`config.mk`:
```
export PLATFORM = sky130hd
export DESIGN_NAME = mpc_sequencer
export DESIGN_NICKNAME = d
export VERILOG_FILES = /design/src/rtl/mpc_pkg.sv /design/src/rtl/mpc_ucode_rom.sv /design/src/rtl/mpc_dispatch.sv /design/src/rtl/mpc_addr_sel.sv /design/src/rtl/mpc_sequencer.sv
export SDC_FILE = /design/constraint.sdc
export NUM_CORES = 1
export LEC_CHECK = 0
export ABC_AREA = 1
export BUFFER_PORTS_ARGS = -buffer_cell sky130_fd_sc_hd__buf_2
export CAP_MARGIN = 10
export CORE_MARGIN = 10
export CORE_UTILIZATION = 46
export CTS_CLUSTER_SIZE = 25
export DETAILED_ROUTE_END_ITERATION = 10
export GPL_TIMING_DRIVEN = 1
export PLACE_DENSITY = 0.69
export SYNTH_ARGS = -nofsm -noshare
export SYNTH_HDL_FRONTEND = slang
export SYNTH_SLANG_ARGS = --single-unit
```
`constraint.sdc`:
```
create_clock -name clk -period 1.4 [get_ports clk]
set_input_delay 0.14 -clock clk [delete_from_list [all_inputs] [get_ports clk]]
set_output_delay 0.14 -clock clk [all_outputs]
set_load 0.02 [all_outputs]
```
`src/rtl/mpc_pkg.sv`:
```
package mpc_pkg;

  localparam logic [5:0] OPC_RTYPE = 6'b000000;
  localparam logic [5:0] OPC_LOAD  = 6'b100011;
  localparam logic [5:0] OPC_STORE = 6'b101011;
  localparam logic [5:0] OPC_BEQ   = 6'b000100;
  localparam logic [5:0] OPC_JUMP  = 6'b000010;

  typedef enum logic [1:0] {
    SEQ_FETCH = 2'b00,
    SEQ_DISP1 = 2'b01,
    SEQ_DISP2 = 2'b10,
    SEQ_NEXT  = 2'b11
  } seq_e;

  // Seven non-overlapping fields; each control line belongs to one field.
  typedef struct packed {
    logic [1:0] alu_op;       // ALU control field
    logic       src_a;        // first operand field
    logic [1:0] src_b;        // second operand field
    logic       reg_wr;       // register control field
    logic       reg_dst;
    logic       mem_to_reg;
    logic       mem_rd;       // memory field
    logic       mem_wr;
    logic       i_or_d;
    logic       ir_wr;
    logic       pc_wr;        // PC write field
    logic       pc_wr_cond;
    logic [1:0] pc_src;
    seq_e       seq;          // sequencing field
  } uword_t;

  localparam int UWORD_W = $bits(uword_t);

  function automatic uword_t ucode_word(input int unsigned addr);
    uword_t w;
    w = '0;
    w.seq = SEQ_FETCH;
    case (addr)
      0: begin
        w.mem_rd = 1'b1; w.ir_wr = 1'b1; w.pc_wr = 1'b1;
        w.src_b = 2'b01; w.seq = SEQ_NEXT;
      end
      1: begin w.src_b = 2'b11; w.seq = SEQ_DISP1; end
      2: begin w.src_a = 1'b1; w.src_b = 2'b10; w.seq = SEQ_DISP2; end
      3: begin w.mem_rd = 1'b1; w.i_or_d = 1'b1; w.seq = SEQ_NEXT; end
      4: begin w.reg_wr = 1'b1; w.mem_to_reg = 1'b1; end
      5: begin w.mem_wr = 1'b1; w.i_or_d = 1'b1; end
      6: begin w.src_a = 1'b1; w.alu_op = 2'b10; w.seq = SEQ_NEXT; end
      7: begin w.reg_wr = 1'b1; w.reg_dst = 1'b1; end
      8: begin
        w.src_a = 1'b1; w.alu_op = 2'b01; w.pc_wr_cond = 1'b1; w.pc_src = 2'b01;
      end
      9: begin w.pc_wr = 1'b1; w.pc_src = 2'b10; end
      default: ;
    endcase
    return w;
  endfunction

endpackage

```
`src/rtl/mpc_ucode_rom.sv`:
```
module mpc_ucode_rom
  import mpc_pkg::*;
#(
  parameter int ADDR_W = 4
) (
  input  logic              clk,
  input  logic [ADDR_W-1:0] raddr,
  output uword_t            rdata
);

  localparam int DEPTH = 1 << ADDR_W;

  uword_t store [DEPTH];

  for (genvar g = 0; g < DEPTH; g++) begin : g_word
    assign store[g] = ucode_word(g);
  end

  // Synchronous read so the store maps onto a block RAM read port.
  always_ff @(posedge clk) begin
    rdata <= store[raddr];
  end

endmodule

```
`src/rtl/mpc_dispatch.sv`:
```
module mpc_dispatch
  import mpc_pkg::*;
#(
  parameter int OP_W     = 6,
  parameter int ADDR_W   = 4,
  parameter int TABLE_ID = 1
) (
  input  logic [OP_W-1:0]   opcode,
  output logic [ADDR_W-1:0] target
);

  if (TABLE_ID == 1) begin : g_tab1
    always_comb begin
      case (opcode)
        OP_W'(OPC_LOAD), OP_W'(OPC_STORE): target = ADDR_W'(2);
        OP_W'(OPC_RTYPE):                  target = ADDR_W'(6);
        OP_W'(OPC_BEQ):                    target = ADDR_W'(8);
        OP_W'(OPC_JUMP):                   target = ADDR_W'(9);
        default:                           target = '0;
      endcase
    end
  end else begin : g_tab2
    always_comb begin
      case (opcode)
        OP_W'(OPC_LOAD):  target = ADDR_W'(3);
        OP_W'(OPC_STORE): target = ADDR_W'(5);
        default:          target = '0;
      endcase
    end
  end

endmodule

```
`src/rtl/mpc_addr_sel.sv`:
```
module mpc_addr_sel
  import mpc_pkg::*;
#(
  parameter int ADDR_W = 4
) (
  input  logic [ADDR_W-1:0] cur_addr,
  input  seq_e              seq,
  input  logic [ADDR_W-1:0] disp1,
  input  logic [ADDR_W-1:0] disp2,
  output logic [ADDR_W-1:0] next_addr
);

  logic [ADDR_W-1:0] incr;

  assign incr = cur_addr + ADDR_W'(1);

  always_comb begin
    case (seq)
      SEQ_DISP1: next_addr = disp1;
      SEQ_DISP2: next_addr = disp2;
      SEQ_NEXT:  next_addr = incr;
      default:   next_addr = '0;
    endcase
  end

endmodule

```
`src/rtl/mpc_sequencer.sv`:
```
module mpc_sequencer
  import mpc_pkg::*;
#(
  parameter int OP_W   = 6,
  parameter int ADDR_W = 4
) (
  input  logic       clk,
  input  logic       rst,
  input  logic [5:0] opcode,
  output logic       pc_write,
  output logic       pc_write_cond,
  output logic       iord,
  output logic       mem_read,
  output logic       mem_write,
  output logic       ir_write,
  output logic       mem_to_reg,
  output logic [1:0] pc_source,
  output logic [1:0] alu_op,
  output logic       alu_src_a,
  output logic [1:0] alu_src_b,
  output logic       reg_write,
  output logic       reg_dst
);

  logic [ADDR_W-1:0] upc;
  logic [ADDR_W-1:0] nxt;
  logic [ADDR_W-1:0] rd_addr;
  logic [ADDR_W-1:0] d1_tgt;
  logic [ADDR_W-1:0] d2_tgt;
  logic [OP_W-1:0]   op_i;
  uword_t            word;

  assign op_i = OP_W'(opcode);

  mpc_dispatch #(.OP_W(OP_W), .ADDR_W(ADDR_W), .TABLE_ID(1)) u_disp1 (
    .opcode(op_i), .target(d1_tgt)
  );

  mpc_dispatch #(.OP_W(OP_W), .ADDR_W(ADDR_W), .TABLE_ID(2)) u_disp2 (
    .opcode(op_i), .target(d2_tgt)
  );

  mpc_addr_sel #(.ADDR_W(ADDR_W)) u_asel (
    .cur_addr(upc), .seq(word.seq), .disp1(d1_tgt), .disp2(d2_tgt),
    .next_addr(nxt)
  );

  assign rd_addr = rst ? '0 : nxt;

  // Counter and control-store read advance on the same edge, keeping them aligned.
  always_ff @(posedge clk) begin
    if (rst) upc <= '0;
    else     upc <= nxt;
  end

  mpc_ucode_rom #(.ADDR_W(ADDR_W)) u_rom (
    .clk(clk), .raddr(rd_addr), .rdata(word)
  );

  assign pc_write      = word.pc_wr;
  assign pc_write_cond = word.pc_wr_cond;
  assign iord          = word.i_or_d;
  assign mem_read      = word.mem_rd;
  assign mem_write     = word.mem_wr;
  assign ir_write      = word.ir_wr;
  assign mem_to_reg    = word.mem_to_reg;
  assign pc_source     = word.pc_src;
  assign alu_op        = word.alu_op;
  assign alu_src_a     = word.src_a;
  assign alu_src_b     = word.src_b;
  assign reg_write     = word.reg_wr;
  assign reg_dst       = word.reg_dst;

  logic op_known;
  assign op_known = (opcode == OPC_RTYPE) || (opcode == OPC_LOAD) ||
                    (opcode == OPC_STORE) || (opcode == OPC_BEQ) ||
                    (opcode == OPC_JUMP);

  AST_MEM_EXCL: assert property (@(posedge clk) disable iff (rst)
    !(mem_read && mem_write));
  AST_PC_EXCL: assert property (@(posedge clk) disable iff (rst)
    !(pc_write && pc_write_cond));
  AST_FETCH_TO_DECODE: assert property (@(posedge clk) disable iff (rst)
    (upc == '0) |=> (upc == ADDR_W'(1) && alu_src_b == 2'b11));
  AST_BEQ_DISPATCH: assert property (@(posedge clk) disable iff (rst)
    (upc == ADDR_W'(1) && opcode == OPC_BEQ) |=> (pc_write_cond && pc_source == 2'b01));
  AST_LOAD_DISPATCH: assert property (@(posedge clk) disable iff (rst)
    (upc == ADDR_W'(2) && opcode == OPC_LOAD) |=> (mem_read && iord));
  AST_BAD_OP_FETCH: assert property (@(posedge clk) disable iff (rst)
    (upc == ADDR_W'(1) && !op_known) |=> (ir_write && upc == '0));

endmodule

```
==> metrics.txt <==
largest fanout of any net on the critical path 5; Core Rows 16; count of TritonRoute iterations in the first routing pass 4; grt met1 use 11.3%; via/cell ratio 4.71; count of flip-flops with a built-in enable after synthesis 0; root buffer cell clkbuf_4; FF+latch area 407 sq um; number of H-tree levels 1; Syn. warnings 0; detailed router's first-iteration violation count 27; register clock-pin slew on the reported worst setup and hold paths 110 ps; total of flip-flops plus latches after synthesis 20; die height 65.8 um; IO Pins 24; met3 demand-to-capacity share in global routing 4.41%; fin crit period 1470 ps; initial cell density of the core 48.7%; Final Hold Viols 0; type of the worst setup path reg2reg; maximum vdd drop 1.49 mV; least setup slack across all paths after layout -74.0 ps; final standard cell utilization of the core 71.2%; status finished with violations; count of antenna-violating nets left after detailed routing 0; CTS sink count 20; synth top area cells dfxtp_1, nand2_1, ha_1; Final Non-Filler Cells 187; placeable core region 0.00198 sq mm; final-report max-slew violation count 0; total power divided by cell area 1890 mW/mm^2; dpl ws -108 ps; final estimated routing congestion in global placement 0.800; hpwl dp 1.54 mm; hold_buf cts 0; TritonCTS buffer count 3; pin count of the biggest net entering global routing 13; setup clock skew after layout 5.19 ps; x dimension of the die 65.8 um; count of antenna diodes in the layout 0; library cells used by synthesis 22; # fillers 147; CP arrival 1720 ps; Syn Inst Count 121; area taken by multi-input logic gates 614 sq um; Max-slew headroom 84.4%; post-layout total power 0.00266 W; required time of the worst setup path 1640 ps; CTS Buffer Depth 2; failing checks negative setup slack; vias in the first global route 938; Avg Inst Size Synth 7.97 sq um; top cell type's share of synthesized area 41.5%; clock tree from TritonCTS done; Netlist Area Pre-Place 965 sq um; unrepaired setup endpoints after global routing yes; min-delay worst type in2reg; ratio of final minimum period to clock period 105%; layer carrying the most global-route usage met2; Syn-to-layout area delta 46.3%; total number of nets in the final design 175; critical path startpoint category flip-flop; total grt overflow 0; number of antenna violations at the first check in global routing 0; library cell with the highest instance count after synthesis nand2_1; overall via count from detail_route 880; Die ar. 0.00433 sq mm; top flip-flop cell by instance count after synthesis dfxtp_1; total negative slack for setup checks -561 ps; DP Cell Count 177; transition at the pin with the smallest max-transition slack 233 ps; wire length of the first global-routing pass 4.02 mm; kind of end point of the critical path flip-flop; number of input and output port buffers inserted 23; synthesized netlist net count 135; layout cell share with drive strength beyond 1 55.0%; peak clock frequency supported by timing 0.678 GHz; insertion delay of the later-clocked pin in the worst-skew pair 300 ps; count of max-cap constraint violations 0; combined global-route utilization of all metal layers 11.6%; met2 track demand over resource in global routing 20.8%; number of setup violations in the final report 14; sequential-to-total area share from yosys stat 41.5%; Synth area leader dfxtp_1; WL per Instance 13.1 um; standby leakage power 0.741 nW; ranking of synthesized cells by instance count nand2_1, dfxtp_1, inv_1; Total Routed Length 2.45 mm; Post-synth ARST share 0%; DRC violation count after routing 0
[per-stage QoR]
| stage | cell area (sq um) | hold slack, ps |
|---|---|---|
| global route | 1410 | 216 |
| global placement | 1150 | 509 |
| floorplan | 965 | 225 |
| detailed placement | 1150 | 523 |
| CTS | 1360 | 215 |
| finish | 1410 | 226 |
[cell type report]
type | count | area share [%]
Clock inverter | 1 | 2.13
Clock buffer | 3 | 1.60
Inverter | 19 | 5.41
Sequential cell | 20 | 28.8
Tap cell | 27 | 2.39
Timing Repair Buffer | 38 | 16.1
Multi-Input combinational cell | 79 | 43.5
[flip-flops by register name (all words and copies together), names as in the netlist]
register     cells
upc              4
u_rom.rdata     16
[layer usage]
metal	up-vias	share of wire, %
met5	-	0
met4	0	2.7
li1	448	-
met1	404	36
met3	8	5.1
met2	20	56
[critical path, stage by stage (launching register included)]
cell and delay (ps):
dfxtp_2 360, inv_2 60, nor2_4 110, buf_4 120, nand3_1 120, nand3_2 120, nand2_4 110, ha_4 300
inv_2 30, nor2_1 80
[where the power goes]
part | internal, W | switching [W]
Clock | 0.000289 | 0.000174
Sequential | 0.000732 | 0.0000844
Combinational | 0.000591 | 0.000794
Total | 0.00161 | 0.00105
[logic make-up (layout without fill, tap and decap cells)]
logic type | count (synthesis) | after routing | share of synthesized area [%]
buffers and inverters | 22 | 61 | 10.4
and+or+nand+nor | 68 | 68 | 36.1
DFF | 20 | 20 | 41.5
adders and majority gates | 6 | 6 | 7.78
AOI/OAI and AO/OA | 5 | 5 | 4.28
[cells in the final DEF (no fill, tap or decap)]
cell / instances
o21bai_2: 1
inv_2: 4
dfxtp_1: 17
nand2_1: 18
o21ai_2: 2
dfxtp_2: 2
or2_0: 1
nor2_4: 4
inv_4: 2
nand3_4: 1
a21boi_4: 1
nand3_1: 6
nor2_1: 15
nand2_2: 10
clkbuf_4: 3
bufinv_16: 1
ha_4: 5
nand3b_1: 1
buf_2: 23
nand2_4: 4
dfxtp_4: 1
buf_4: 15
nor2_2: 1
ha_2: 1
nand3_2: 6
o21ai_4: 1
inv_1: 13
nand4_1: 1
[final timing paths]
| kind | slack (ps) | to | start | depth (start not counted) |
|---|---|---|---|---|
| worst min-delay path | 230 | upc[1] | rst | 3 |
| worst max-delay path | -70 | u_rom.rdata[14] | u_rom.rdata[1] | 9 |
| worst min register to register | 840 | upc[2] | upc[2] | 5 |
| worst max register to register | -70 | u_rom.rdata[14] | u_rom.rdata[1] | 9 |
[timing repair]
item | CTS | global route
pin swaps | 9 | 8
endpoints found under the setup margin | 13 | 17
gates resized for setup | 27 | 12
buffers inserted | 5 | 1
Power figures use the tool's default switching activity.
